--- config.mk ---
export PLATFORM = sky130hd
export DESIGN_NAME = segld_guard
export DESIGN_NICKNAME = d
export VERILOG_FILES = /design/src/rtl/segld_pkg.sv /design/src/rtl/segld_classify.sv /design/src/rtl/segld_shadow.sv /design/src/rtl/segld_inhibit.sv /design/src/rtl/segld_guard.sv
export SDC_FILE = /design/constraint.sdc
export NUM_CORES = 1
export LEC_CHECK = 0
export CORE_MARGIN = 2
export CORE_UTILIZATION = 55
export CTS_BUF_LIST = sky130_fd_sc_hd__clkbuf_16
export DETAILED_ROUTE_END_ITERATION = 7
export MAX_ROUTING_LAYER = met4
export PLACE_DENSITY_LB_ADDON = 0.05
export SLEW_MARGIN = 25
export SYNTH_ARGS = -nofsm -noshare
export SYNTH_HDL_FRONTEND = slang
export SYNTH_SLANG_ARGS = --single-unit
--- constraint.sdc ---
create_clock -name clk -period 2.93 [get_ports clk]
set_input_delay 0.586 -clock clk [delete_from_list [all_inputs] [get_ports clk]]
set_output_delay 0.586 -clock clk [all_outputs]
set_load 0.05 [all_outputs]
--- src/rtl/segld_pkg.sv ---
package segld_pkg;

   typedef enum logic [1:0] {
      FC_GP = 2'd0,
      FC_SS = 2'd1,
      FC_NP = 2'd2
   } fclass_e;

   // access byte bits 7..1 as seen by the checks
   typedef struct packed {
      logic       present;
      logic [1:0] dpl;
      logic       cd_kind;   // 1 = code/data descriptor
      logic       is_code;
      logic       conf;
      logic       rw;        // writable (data) or readable (code)
   } acc_t;

   typedef struct packed {
      logic    fault;
      fclass_e cls;
      logic    zero_code;
      logic    commit;
      logic    set_valid;
   } verdict_t;

endpackage

--- src/rtl/segld_classify.sv ---
module segld_classify
   import segld_pkg::*;
#(
   parameter int SEL_W    = 16,
   parameter int LIM_W    = 16,
   parameter int NUM_SREG = 6,
   parameter int IDX_W    = 3,
   parameter int SS_IDX   = 2,
   parameter int CS_IDX   = 1
) (
   input  logic [IDX_W-1:0] sreg,
   input  logic [SEL_W-1:0] sel,
   input  logic [1:0]       cpl,
   input  logic [LIM_W-1:0] limit,
   input  acc_t             acc,
   output verdict_t         verdict
);
   localparam logic [IDX_W-1:0] SS_I  = IDX_W'(SS_IDX);
   localparam logic [IDX_W-1:0] CS_I  = IDX_W'(CS_IDX);
   localparam logic [IDX_W:0]   CNT_I = (IDX_W+1)'(NUM_SREG);

   logic [1:0]       rpl;
   logic             is_null;
   logic             is_ss;
   logic             bad_slot;
   logic [LIM_W-1:0] last_byte;
   logic             over_limit;
   logic             ss_type_ok;
   logic             ss_priv_ok;
   logic             ds_type_ok;
   logic             ds_priv_need;
   logic             ds_priv_ok;

   assign rpl        = sel[1:0];
   assign is_null    = (sel[SEL_W-1:2] == '0);
   assign is_ss      = (sreg == SS_I);
   assign bad_slot   = (sreg == CS_I) || ({1'b0, sreg} >= CNT_I);
   assign last_byte  = LIM_W'(sel | SEL_W'(7));
   assign over_limit = (last_byte > limit);

   assign ss_type_ok   = acc.cd_kind && !acc.is_code && acc.rw;
   assign ss_priv_ok   = (rpl == cpl) && (acc.dpl == cpl);
   assign ds_type_ok   = acc.cd_kind && (!acc.is_code || acc.rw);
   assign ds_priv_need = !acc.is_code || !acc.conf;
   assign ds_priv_ok   = !ds_priv_need || ((rpl <= acc.dpl) && (cpl <= acc.dpl));

   always_comb begin
      verdict     = '0;
      verdict.cls = FC_GP;
      if (bad_slot) begin
         verdict.fault     = 1'b1;
         verdict.zero_code = 1'b1;
      end else if (is_null) begin
         if (is_ss) begin
            verdict.fault     = 1'b1;
            verdict.zero_code = 1'b1;
         end else begin
            verdict.commit = 1'b1;
         end
      end else if (over_limit) begin
         verdict.fault = 1'b1;
      end else if (is_ss) begin
         if (!ss_type_ok || !ss_priv_ok) begin
            verdict.fault = 1'b1;
         end else if (!acc.present) begin
            verdict.fault = 1'b1;
            verdict.cls   = FC_SS;
         end else begin
            verdict.commit    = 1'b1;
            verdict.set_valid = 1'b1;
         end
      end else begin
         if (!ds_type_ok || !ds_priv_ok) begin
            verdict.fault = 1'b1;
         end else if (!acc.present) begin
            verdict.fault = 1'b1;
            verdict.cls   = FC_NP;
         end else begin
            verdict.commit    = 1'b1;
            verdict.set_valid = 1'b1;
         end
      end
   end

   always_comb begin
      AST_NULL_SS_FAULTS: assert (!(is_ss && is_null) || (verdict.fault && verdict.zero_code));
      AST_ONE_OUTCOME: assert (!(verdict.fault && verdict.commit));
   end

endmodule

--- src/rtl/segld_shadow.sv ---
module segld_shadow #(
   parameter int SEL_W    = 16,
   parameter int NUM_SREG = 6,
   parameter int IDX_W    = 3,
   parameter int CS_IDX   = 1
) (
   input  logic                clk,
   input  logic                rst_n,
   input  logic                wr_en,
   input  logic [IDX_W-1:0]    wr_idx,
   input  logic [SEL_W-1:0]    wr_sel,
   input  logic [7:0]          wr_ar,
   input  logic                wr_valid,
   input  logic [IDX_W-1:0]    rd_idx,
   output logic                rd_fault,
   output logic [SEL_W-1:0]    rd_sel,
   output logic [7:0]          rd_ar,
   output logic [NUM_SREG-1:0] valid_vec
);
   logic [SEL_W-1:0] sel_r [NUM_SREG];
   logic [7:0]       ar_r  [NUM_SREG];

   for (genvar i = 0; i < NUM_SREG; i++) begin : g_slot
      if (i == CS_IDX) begin : g_code
         // the code slot is never written here and always counts as usable
         assign sel_r[i]     = '0;
         assign ar_r[i]      = '0;
         assign valid_vec[i] = 1'b1;
      end else begin : g_data
         logic [SEL_W-1:0] s_q;
         logic [7:0]       a_q;
         logic             v_q;
         always_ff @(posedge clk) begin
            if (!rst_n) begin
               s_q <= '0;
               a_q <= '0;
               v_q <= 1'b0;
            end else if (wr_en && (wr_idx == IDX_W'(i))) begin
               s_q <= wr_sel;
               a_q <= wr_ar;
               v_q <= wr_valid;
            end
         end
         assign sel_r[i]     = s_q;
         assign ar_r[i]      = a_q;
         assign valid_vec[i] = v_q;

         AST_CODE_SLOT_UNTOUCHED: assert property (@(posedge clk) disable iff (!rst_n)
            !(wr_en && (wr_idx == IDX_W'(CS_IDX))));
      end
   end

   always_comb begin
      rd_fault = 1'b1;
      rd_sel   = '0;
      rd_ar    = '0;
      for (int k = 0; k < NUM_SREG; k++) begin
         if (rd_idx == IDX_W'(k)) begin
            rd_fault = !valid_vec[k];
            rd_sel   = sel_r[k];
            rd_ar    = ar_r[k];
         end
      end
   end

endmodule

--- src/rtl/segld_inhibit.sv ---
module segld_inhibit (
   input  logic clk,
   input  logic rst_n,
   input  logic set,
   input  logic retire,
   output logic flag
);
   always_ff @(posedge clk) begin
      if (!rst_n)      flag <= 1'b0;
      else if (set)    flag <= 1'b1;
      else if (retire) flag <= 1'b0;
   end

   AST_INHIBIT_SET: assert property (@(posedge clk) disable iff (!rst_n)
      set |=> flag);
   AST_INHIBIT_CLEAR: assert property (@(posedge clk) disable iff (!rst_n)
      (!set && retire) |=> !flag);

endmodule

--- src/rtl/segld_guard.sv ---
module segld_guard
   import segld_pkg::*;
#(
   parameter int SEL_W    = 16,
   parameter int LIM_W    = 16,
   parameter int NUM_SREG = 6,
   parameter int SS_IDX   = 2,
   parameter int CS_IDX   = 1,
   parameter int IDX_W    = $clog2(NUM_SREG)
) (
   input  logic             clk,
   input  logic             rst_n,
   input  logic             req_valid,
   output logic             req_ready,
   input  logic [IDX_W-1:0] req_sreg,
   input  logic [SEL_W-1:0] req_sel,
   input  logic [1:0]       req_cpl,
   input  logic [LIM_W-1:0] req_limit,
   input  logic [7:0]       req_ar,
   input  logic             retire,
   output logic             done,
   output logic             fault,
   output logic [1:0]       fault_class,
   output logic [SEL_W-1:0] err_code,
   output logic             irq_inhibit,
   input  logic [IDX_W-1:0] use_sreg,
   output logic             use_fault,
   output logic [SEL_W-1:0] use_sel,
   output logic [7:0]       use_ar
);
   localparam logic [IDX_W-1:0] SS_I = IDX_W'(SS_IDX);

   if (SEL_W < 4) begin : g_bad_sel
      $error("segld_guard: SEL_W must leave room for an index field");
   end
   if (LIM_W < SEL_W) begin : g_bad_lim
      $error("segld_guard: LIM_W must be at least SEL_W");
   end
   if (SS_IDX == CS_IDX || SS_IDX >= NUM_SREG || CS_IDX >= NUM_SREG) begin : g_bad_idx
      $error("segld_guard: slot indices out of range or overlapping");
   end
   if ((1 << IDX_W) < NUM_SREG) begin : g_bad_w
      $error("segld_guard: IDX_W too narrow for NUM_SREG");
   end

   logic                ready_q;
   logic                accept;
   verdict_t            verdict;
   logic                wr_en;
   logic [NUM_SREG-1:0] valid_vec;

   always_ff @(posedge clk) begin
      if (!rst_n) ready_q <= 1'b0;
      else        ready_q <= 1'b1;
   end
   assign req_ready = ready_q;
   assign accept    = req_valid && ready_q;

   segld_classify #(
      .SEL_W(SEL_W), .LIM_W(LIM_W), .NUM_SREG(NUM_SREG),
      .IDX_W(IDX_W), .SS_IDX(SS_IDX), .CS_IDX(CS_IDX)
   ) i_classify (
      .sreg   (req_sreg),
      .sel    (req_sel),
      .cpl    (req_cpl),
      .limit  (req_limit),
      .acc    (acc_t'(req_ar[7:1])),
      .verdict(verdict)
   );

   assign wr_en = accept && verdict.commit;

   segld_shadow #(
      .SEL_W(SEL_W), .NUM_SREG(NUM_SREG), .IDX_W(IDX_W), .CS_IDX(CS_IDX)
   ) i_shadow (
      .clk      (clk),
      .rst_n    (rst_n),
      .wr_en    (wr_en),
      .wr_idx   (req_sreg),
      .wr_sel   (req_sel),
      .wr_ar    (verdict.set_valid ? req_ar : 8'h00),
      .wr_valid (verdict.set_valid),
      .rd_idx   (use_sreg),
      .rd_fault (use_fault),
      .rd_sel   (use_sel),
      .rd_ar    (use_ar),
      .valid_vec(valid_vec)
   );

   segld_inhibit i_inhibit (
      .clk   (clk),
      .rst_n (rst_n),
      .set   (wr_en && (req_sreg == SS_I)),
      .retire(retire),
      .flag  (irq_inhibit)
   );

   always_ff @(posedge clk) begin
      if (!rst_n) begin
         done        <= 1'b0;
         fault       <= 1'b0;
         fault_class <= 2'd0;
         err_code    <= '0;
      end else begin
         done        <= accept;
         fault       <= accept && verdict.fault;
         fault_class <= (accept && verdict.fault) ? verdict.cls : 2'd0;
         err_code    <= (accept && verdict.fault && !verdict.zero_code) ? req_sel : '0;
      end
   end

   AST_DONE_FOLLOWS: assert property (@(posedge clk) disable iff (!rst_n)
      accept |=> done);
   AST_NO_SPURIOUS_DONE: assert property (@(posedge clk) disable iff (!rst_n)
      !accept |=> (!done && !fault));
   AST_CLASS_LEGAL: assert property (@(posedge clk) disable iff (!rst_n)
      fault |-> (fault_class != 2'd3));
   AST_SS_NULL_GP: assert property (@(posedge clk) disable iff (!rst_n)
      (accept && (req_sreg == SS_I) && (req_sel[SEL_W-1:2] == '0))
      |=> (fault && (fault_class == 2'd0) && (err_code == '0)));
   AST_FAULT_KEEPS_STATE: assert property (@(posedge clk) disable iff (!rst_n)
      (done && fault) |-> $stable(valid_vec));
   AST_SS_LOAD_INHIBITS: assert property (@(posedge clk) disable iff (!rst_n)
      (done && !fault && ($past(req_sreg) == SS_I)) |-> irq_inhibit);

endmodule

### Word level (Yosys, flattened, before mapping)

Index checks and enable logic that the tools add are counted.

* register bits: 147
* latch bits: 0
* memory bits (writable): 0
* memory bits (read-only): 0
* input bits: 52
* output and inout port bits: 47
* logic and storage cells: 122
* memories kept: 0

* add/sub/neg operators: 0
* multipliers: 0
* div/mod/pow operators: 0
* $lt $le $gt $ge: 4
* eq/ne operators: 12
* shift operators: 0
* mux-type cells: 44
* bitwise operators: 2
* reduce and logical (&&, ||, !) cells: 39

Operator list (number)
* 16-bit two-way mux: 6
* 8-bit two-way mux: 7
* 1-bit two-way mux: 20
* 16-bit greater-than comparator: 1
* 2-bit two-way mux: 8
* 1-bit logical AND: 14
* 14-bit zero test: 1
* 1-bit zero test: 13
* 3-bit by 2-bit == test with 1-bit output, second input constant: 4
* 3-bit == test, second input constant: 4
* 3-bit two-way mux: 3
* 3-bit by 1-bit == test with 1-bit output, second input constant: 2
* 3-bit zero test: 2
* 1-bit logical OR: 6
* 5-bit OR reduction: 1
* 2-bit == test: 2
* 2-bit <= comparator: 2
* 3-bit greater-or-equal comparator, second input constant: 1
* 1-bit inverter: 2
* 2-bit AND reduction: 1
* 2-bit nonzero test: 1

### Longest topological paths before layout

Gate-level depths: netlist (run 1).

* depth in word-level cells: 14
* depth in mapped cells: 11
* mapped depth without buffers: 9

### Cells and area by module

Synthesis (run 1) repeated with hierarchy kept, for this count alone.

* cells, all modules: 785
* area total of the unflattened synthesis: 6769.0 sq um

By module, submodules not included
* segld_shadow: instances 1, cells an instance 627, area each 5310.1 sq um
* segld_guard: instances 1, cells an instance 58, area each 713.2 sq um
* segld_classify: instances 1, cells an instance 97, area each 704.4 sq um
* segld_inhibit: instances 1, cells an instance 3, area each 41.3 sq um

### Least setup slack after synthesis (run 1)

Ideal clock, no wire load.

* path kind: input -> output
* start point: input use_sreg[0]
* end point: output use_ar[0]
* arrival: 2697 ps
* path slack: -353 ps
* cell stages on the path: 5
* buffers on the path: 3
* cell sequence: clkbuf_1 clkbuf_1 buf_1 mux2i_1 o22ai_1

* longest elaborated chain between the ends: 7
* elaborated cells between the ends (all ways): 12
* those cells by class: eq/ne: 5; mux: 6; reduce/logical: 1

Ends and longest elaborated chain
* from (decl): RTL line segld_guard.sv:26 `input logic [IDX_W-1:0] use_sreg,`
* 3-bit zero test: RTL line segld_shadow.sv:58 `if (rd_idx == IDX_W'(k)) begin`
* 8-bit two-way mux (5 in series): RTL line segld_shadow.sv:58
* 8-bit two-way mux *: RTL line segld_shadow.sv:58
* to (decl): RTL line segld_guard.sv:29 `output logic [7:0] use_ar`

Every way passes the cells marked *; elsewhere a longest branch is shown, timed or not.

### Worst setup path after layout (run 1)

* start point: input req_limit[9]
* end point: register i_shadow.g_slot[4].g_data.s_q[9]

* longest elaborated chain between the ends: 6

Ends and longest elaborated chain
* from (decl): RTL line segld_guard.sv:18 `input logic [LIM_W-1:0] req_limit,`
* 16-bit greater-than comparator: RTL line segld_classify.sv:39 `assign over_limit = (last_byte > limit);`
* 2-bit two-way mux: RTL line segld_classify.sv:60 `end else if (over_limit) begin`
* 1-bit two-way mux: RTL line segld_classify.sv:53 `end else if (is_null) begin`
* 2-bit two-way mux: RTL line segld_classify.sv:50 `if (bad_slot) begin`
* 1-bit logical AND: RTL line segld_guard.sv:71 `assign wr_en = accept && verdict.commit;`
* 1-bit logical AND: RTL line segld_shadow.sv:38 `end else if (wr_en && (wr_idx == IDX_W'(i))) begin`
* to (signal assigned): RTL line segld_shadow.sv:39 `s_q <= wr_sel;`
* to (decl): RTL line segld_shadow.sv:30 `logic [SEL_W-1:0] s_q;`

Every way passes these cells.
A chain may end at the register's enable or synchronous reset.

==> summary.txt, run 1 <==
Synth
  – Yosys Warn Count: 0
  – Mean post-synth cell area: 9.56 sq um
  – Synthesis-stage register bit count: 147
  – Synth area leaders: dfxtp_1 (43%), mux2i_1 (20%), nand2_1 (7.4%)
  – Predominant post-synthesis flop cell: dfxtp_1
  – Cell count after synthesis: 713
  – Number of flops mapped to enable cells by yosys: 0
  – Most common cell in the netlist: dfxtp_1
  – Post-synth ARST share: 0%
  – Post-Syn Area: 6810 sq um
  – Seq/Total Area, Yosys: between 40 and 50%
  – Most frequent cells after synthesis: dfxtp_1 (147), mux2i_1 (135), nand2_1 (134)
  – Count of cell types in the netlist: 50
  – Syn Nets: between 700 and 800
  – Top-area cell type share of the netlist area: between 40 and 50%
  – Cell taking the most area after synthesis: dfxtp_1

Critical path
  – Worst Setup Start Kind: input pin
  – Critical Path RT: about 3300 ps
  – CP Class: input pin to flip-flop
  – Kind of cell adding the most delay to the critical path: compound AO/OA/AOI/OAI gates
  – Crit end category: flip-flop
  – Critical Path Fanout Max: 11
  – Crit-path max cell delay: between 400 and 500 ps
  – Critical path origin: req_limit[9]
  – WP data arrival: around 3200 ps
  – Slowest cell on crit path: clkdlybuf4s50_1
  – Buffer and inverter count on the worst path: 3
  – Critical path cell sequence: clkdlybuf4s50_1 -> inv_1 -> ha_1 -> a21o_1 -> a221o_1 -> nand2_1 -> a31oi_4 -> o21ai_4 -> and3_1 -> buf_4 -> mux2i_1
  – Crit Reg-Reg Startpoint: req_ready$_DFF_P_

Run
  – Max-cap violations: 0

Route
  – Remaining antenna violation count: 0
  – # DRC: 0
  – DRT Wirelength: 18,200 um
  – Routed WL per cell: between 15 and 20 um
  – Number of vias per cell: about 5.6
  – DRT iter0 DRCs: 450
  – Vias: 5,722
  – Pre-antenna DRT Iters: 4

Pwr
  – Reg power frac: 46.0%
  – Internal: 3.33 mW
  – Total power per unit cell area: ~480 nW/um^2
  – Sw Share: 23.8%
  – P_leak: 3.67 nW
  – Clock power frac: about 44%
  – P_sw: a little over 1 mW
  – Logic pwr share: between 10% and 20%
  – Max VDD drop: between 300 and 400 uV

Final layout
  – Layout cells sized above 1: approximately 19%
  – Non-Filler Instances: roughly 1,000
  – Area taken by multi-input logic gates: between 3000 and 4000 sq um
  – Synthesis-to-finish area growth: 35.0%
  – ANT cells: 0
  – Nets: 920
  – Fill count: 833
  – Seq. cell area: ~3000 sq um

GRT
  – Largest net degree at the start of global routing: between 90 and 100
  – Antenna violations before repair: 0
  – GRT Total Usage: 29.3%
  – Total congestion overflow: 0
  – First-pass GRT wire length: 29,500 um
  – Vias in the first global route: approximately 5,900

STA
  – Final min period: 2850 ps
  – Slew Limit Fails: 0
  – Final setup TNS: 0 ps
  – Final setup viols: 0
  – RSZ-0062 raised after global routing: yes
  – Clock skew: between 6 and 7 ps
  – Final Hold Fails: 0
  – Fmax: ~0.35 GHz
  – Max-slew headroom: ~65%
  – Part of the cycle the worst path needs: 97.4%
  – Setup ws final: between 70 and 80 ps
  – Slew at the pin closest to its max-slew limit: about 520 ps

Clocking
  – TritonCTS buffer count: 17
  – Clk buf depth: 2
  – Clock sink count: around 150
  – CTS hold repair buffers: 0
  – H-tree depth: 4
  – CTS tree: done
  – Root Driver: clkbuf_16
  – Reg clk slew, reported paths: ~60 ps
  – Clk Latency, worst-skew pair: about 400 ps

Placed design
  – Post-place setup slack: -377 ps
  – GPL Wtd Cong: about 0.85
  – Port Buffers: 98
  – Detailed Place HPWL: roughly 13,000 um
  – DP Cell Count: between 900 and 1,000

Die
  – Die height: approximately 120 um
  – Die width: around 120 um
  – Rows: 40
  – Die area: between 10,000 and 15,000 sq um
  – CORE AREA: about 12,000 sq um
  – Ports: 99
  – Initial cell density of the core: approximately 56%

Hold path
  – Hold Crit Start: i_shadow.g_slot[2].g_data.a_q[3]$_SDFFE_PN0P_
  – Type of the worst min-delay path: flip-flop to flip-flop

Outcome
  – Run status: completed
==> cell families (layout without fill, tap and decap cells) <==
logic type,Yosys count,in the layout,synth area share [%]
xor gates and xnor gates,2,2,0.257
AOI/OAI and AO/OA,84,84,8.52
buffers and inverters,72,221,5.95
adders and majority gates,17,17,3.12
DFF,147,147,43.2
and+or+nand+nor,235,235,15.7
muxes,156,156,23.3
==> layout by cell type (no fill, tap or decap), types with 15 or more instances in the layout <==
master and instances:
buf_4 58, ha_1 16, buf_12 33, and2_1 15, nor2_1 32, nand2_1 134, inv_1 28, mux2i_1 135
clkdlybuf4s50_1 67, a22oi_1 22, o22ai_2 17, clkbuf_16 17, mux2_2 21, dfxtp_1 147, o21ai_0 18
==> final timing paths <==
kind / to / slack, ps / depth (start not counted)
max: i_shadow.g_slot[4].g_data.s_q[9]$_SDFFE_PN0P_ / 80 / 11
min: i_shadow.g_slot[2].g_data.a_q[3]$_SDFFE_PN0P_ / 450 / 2
max reg2reg: i_shadow.g_slot[2].g_data.s_q[13]$_SDFFE_PN0P_ / 1220 / 7
min reg2reg: i_shadow.g_slot[2].g_data.a_q[3]$_SDFFE_PN0P_ / 450 / 2
==> sequential cells by signal, indices dropped and copies added, names as in the netlist <==
| name | flops |
|---|---|
| err_code | 16 |
| req_ready | 1 |
| i_inhibit.flag | 1 |
| fault | 1 |
| fault_class | 2 |
| i_shadow.g_slot.g_data.a_q | 40 |
| i_shadow.g_slot.g_data.v_q | 5 |
| done | 1 |
| i_shadow.g_slot.g_data.s_q | 80 |
==> repair_timing <==
| action | in CTS | in global routing |
|---|---|---|
| buffers inserted | 0 | 1 |
| setup endpoints to repair | 0 | 42 |
| resized for setup | 0 | 11 |
==> per-stage QoR <==
stage	power, mW	hold WS [ps]	cell area (sq um)	util (%)
6_report	4.37	452	9200	76.3
5_1_grt	4.51	452	9200	76.3
4_1_cts	4.38	452	9150	75.8
3_5_place_dp	2.50	443	8640	71.6
3_3_place_gp	2.49	439	8640	71.6
2_1_floorplan	2.27	407	6920	-
==> worst reg2reg max path: stages, from the launching register on <==
cell and delay (ps):
dfxtp_1 340, nand2_1 140, nor2_1 140, nand2_1 100
nor3_4 340, buf_2 250, mux2i_1 210, nor2_1 60
==> power by group through the flow <==
stage          Sequential [mW]  Clock (mW)  Combinational (mW)
2_1_floorplan             2.08           0               0.189
3_3_place_gp              2.05           0               0.439
3_5_place_dp              2.05           0               0.447
4_1_cts                   2.01        1.92               0.449
5_1_grt                   2.01        2.02               0.486
6_report                  2.01        1.91               0.456
==> layout make-up <==
class,instances,area share (%)
Inverter,25,1.02
Tap cell,168,2.29
Sequential cell,147,32.0
Clock buffer,17,4.63
Clock inverter,13,0.898
Timing Repair Buffer,166,20.1
Multi-Input combinational cell,494,39.1
==> layer usage <==
metal	vias to the layer above	wire, um	global-route usage, %
li1	2744	-	-
met1	2788	8270	36.7
met2	166	8770	47.5
met3	24	878	5.48
met4	0	262	10.1
met5	-	0	-
Power figures use the tool's default switching activity.
==> inputs of run 2 (changes only) <==
--- a/config.mk
+++ b/config.mk
@@ -5,9 +5,10 @@
 export SDC_FILE = /design/constraint.sdc
 export NUM_CORES = 1
 export LEC_CHECK = 0
+export CAP_MARGIN = 20
 export CORE_MARGIN = 2
 export CORE_UTILIZATION = 55
-export CTS_BUF_LIST = sky130_fd_sc_hd__clkbuf_16
+export CTS_BUF_LIST = sky130_fd_sc_hd__clkbuf_4 sky130_fd_sc_hd__clkbuf_8
 export DETAILED_ROUTE_END_ITERATION = 7
 export MAX_ROUTING_LAYER = met4
 export PLACE_DENSITY_LB_ADDON = 0.05
==> run 2 against run 1 <==
  * Critical path depth down 1
  * Register-to-register slack better by 80 ps
  * Via count down 0.45%
  * Critical endpoint is now i_shadow.g_slot[3].g_data.s_q[12]$_SDFFE_PN0P_
  * Flip-flop and latch count unchanged
  * Critical path type unchanged
==> summary.txt, run 2 (synthesis gave the netlist of run 1 again) <==
Critical path
  – Critical R2R Capture: i_shadow.g_slot[2].g_data.s_q[13]$_SDFFE_PN0P_
  – CP Class: input pin to flip-flop
  – Slowest cell on crit path: or4_4
  – Critical Path RT: 3300 ps (+40 ps)
  – Setup slack, reg-to-reg: 1300 ps (+80 ps)
  – Crit-path max cell delay: 490 ps (+30 ps)
  – Reg2reg path depth: 7 (unchanged)
  – WP data arrival: 3190 ps (about the same)
  – Critical Path Fanout Max: 14 (+3)
  – Crit end category: flip-flop
  – Critical path cell sequence: clkdlybuf4s50_1 -> inv_1 -> ha_1 -> nand2_1 -> or4_4 -> o22a_4 -> o21ai_4 -> and3_1 -> buf_12 -> mux2i_1
  – Worst Setup Start Kind: input pin
  – Crit Reg-Reg Startpoint: req_ready$_DFF_P_

Route
  – Remaining antenna violation count: 0 (unchanged)
  – # DRC: 0 (unchanged)
  – Number of vias per cell: 5.54 (-0.26%)
  – Pre-antenna DRT Iters: 6 (+2)
  – Routed WL per cell: 17.5 um (-0.98%)
  – Vias: 5,696 (-0.45%)
  – DRT Wirelength: 18,000 um (-1.2%)
  – DRT iter0 DRCs: 418 (-7.1%)

Pwr
  – Max VDD drop: 270 uV (-16%)
  – P_leak: 3.55 nW (-3.1%)
  – Total power: 3.98 mW (-8.9%)
  – Total power per unit cell area: 441 nW/um^2 (-7.2%)

Final layout
  – Commonest non-fill, non-tap cell in the layout: dfxtp_1
  – Nets: 918 (-0.22%)
  – Biggest regs: i_shadow.g_slot.g_data.s_q: 80 flops, i_shadow.g_slot.g_data.a_q: 40 flops, err_code: 16 flops
  – ANT cells: 0 (unchanged)
  – Layout cells sized above 1: 20.1% (+0.63 points)
  – Synthesis-to-finish area growth: 32.5%
  – Reg with most FFs: i_shadow.g_slot.g_data.s_q
  – Commonest cells after routing, fill and taps aside: dfxtp_1 (147), mux2i_1 (135), nand2_1 (134)
  – End-of-flow core utilization: 74.9% (-1.4 points)
  – Max reg flops: 80 (unchanged)

STA
  – Slew Limit Fails: 0 (unchanged)
  – Slew at the pin closest to its max-slew limit: 517 ps (+0.419 ps)
  – Final Hold Fails: 0 (unchanged)
  – Final min period: 2820 ps (-39.3 ps)
  – Fmax: 0.355 GHz (+1.4%)
  – Clock skew: 10.1 ps (+3.97 ps)
  – Setup ws final: 114 ps (+39.3 ps)
  – Part of the cycle the worst path needs: 96.1% (-1.3 points)
  – Hold WS: 426 ps (-25.6 ps)
  – Final setup TNS: 0 ps (unchanged)
  – Max-slew headroom: 65.5% (about the same)
  – Final setup viols: 0 (unchanged)
  – RSZ-0062 raised after global routing: no

Clocking
  – Root Driver: clkbuf_8
  – Clk Latency, worst-skew pair: 450 ps (+40 ps)
  – TritonCTS buffer count: 17 (unchanged)
  – Clock sink count: 147 (unchanged)
  – Post-CTS Resized: 0 (unchanged)
  – CTS hold repair buffers: 0 (unchanged)
  – Post-CTS Setup Bufs: 0 (unchanged)
  – Reg clk slew, reported paths: 80 ps (+20 ps)
  – Clk buf depth: 2 (unchanged)
  – H-tree depth: 4 (unchanged)
  – CTS tree: done

Hold path
  – Type of the worst min-delay path: input pin to flip-flop
  – Hold depth: 1 (-1)
  – Hold Crit Start: rst_n
  – Worst Hold End: req_ready$_DFF_P_

Run
  – Max-cap violations: 0 (unchanged)

Die
  – Die height: 115 um (unchanged)
  – Initial cell density of the core: 56.5% (unchanged)
  – Die width: 115 um (unchanged)
  – Ports: 99 (unchanged)
  – CORE AREA: 12,100 sq um (unchanged)
  – Die area: 13,300 sq um (unchanged)
  – Rows: 40 (unchanged)

GRT
  – GRT Total Usage: 29.2% (-0.11 points)
  – Total congestion overflow: 0 (unchanged)
  – First-pass GRT wire length: 29,100 um (-1.1%)
  – Largest net degree at the start of global routing: 98 (unchanged)
  – Vias in the first global route: 5,847 (-0.86%)
  – Antenna violations before repair: 0 (unchanged)

Placed design
  – GPL Wtd Cong: 0.850 (unchanged)
  – Post-place setup slack: -377 ps (unchanged)
  – Detailed Place HPWL: 12,700 um (unchanged)
  – Port Buffers: 98 (unchanged)

Outcome
  – Run status: completed
## run 2: layout make-up
class                           count  area [sq um]
Sequential cell                   147          2940
Tap cell                          168           210
Clock buffer                       26           327
Timing Repair Buffer              164          1830
Fill cell                         872          3030
Multi-Input combinational cell    494          3580
Clock inverter                      4          48.8
Inverter                           25          93.8
## run 2: metal layers
layer  global-route usage (%)  wire length (um)  vias to the layer above
li1                         -                 -                     2742
met3                     5.32               892                       27
met4                     10.5               261                        0
met2                     47.0              8710                      149
met1                     36.8              8100                     2778
met5                        -                 0                        -
## run 2: where the power goes
group | switching, mW | internal (mW)
clock | 0.725 | 0.799
combinational | 0.253 | 0.199
sequential | 0.00323 | 2.01
## run 2: worst max-delay path by stage
stage	endpoint	cells after the start	from	slack, ps
floorplan	use_ar[1]	5	use_sreg[0]	50
global placement	i_shadow.g_slot[2].g_data.s_q[10]$_SDFFE_PN0P_	11	req_ar[6]	-340
detailed placement	i_shadow.g_slot[2].g_data.s_q[13]$_SDFFE_PN0P_	11	req_ar[6]	-380
CTS	i_shadow.g_slot[2].g_data.s_q[13]$_SDFFE_PN0P_	11	req_ar[6]	90
global route	i_shadow.g_slot[4].g_data.s_q[12]$_SDFFE_PN0P_	10	req_ar[6]	10
finish	i_shadow.g_slot[3].g_data.s_q[12]$_SDFFE_PN0P_	10	req_ar[6]	110
## run 2: worst max-delay path: cells and delay by family
family | cells | cell delay (ps)
AOI/OAI and AO/OA | 2 | 480
adders and majority gates | 1 | 290
buffers and inverters | 3 | 760
muxes | 1 | 220
and+or+nand+nor | 3 | 860
## run 2: through the flow
| stage | cells | cell area [sq um] |
|---|---|---|
| 3_3_place_gp | 998 | 8640 |
| 4_1_cts | 1028 | 9010 |
| 3_5_place_dp | 998 | 8640 |
| 6_report | 1028 | 9030 |
| 5_1_grt | 1028 | 9030 |
| 2_1_floorplan | 713 | 6920 |
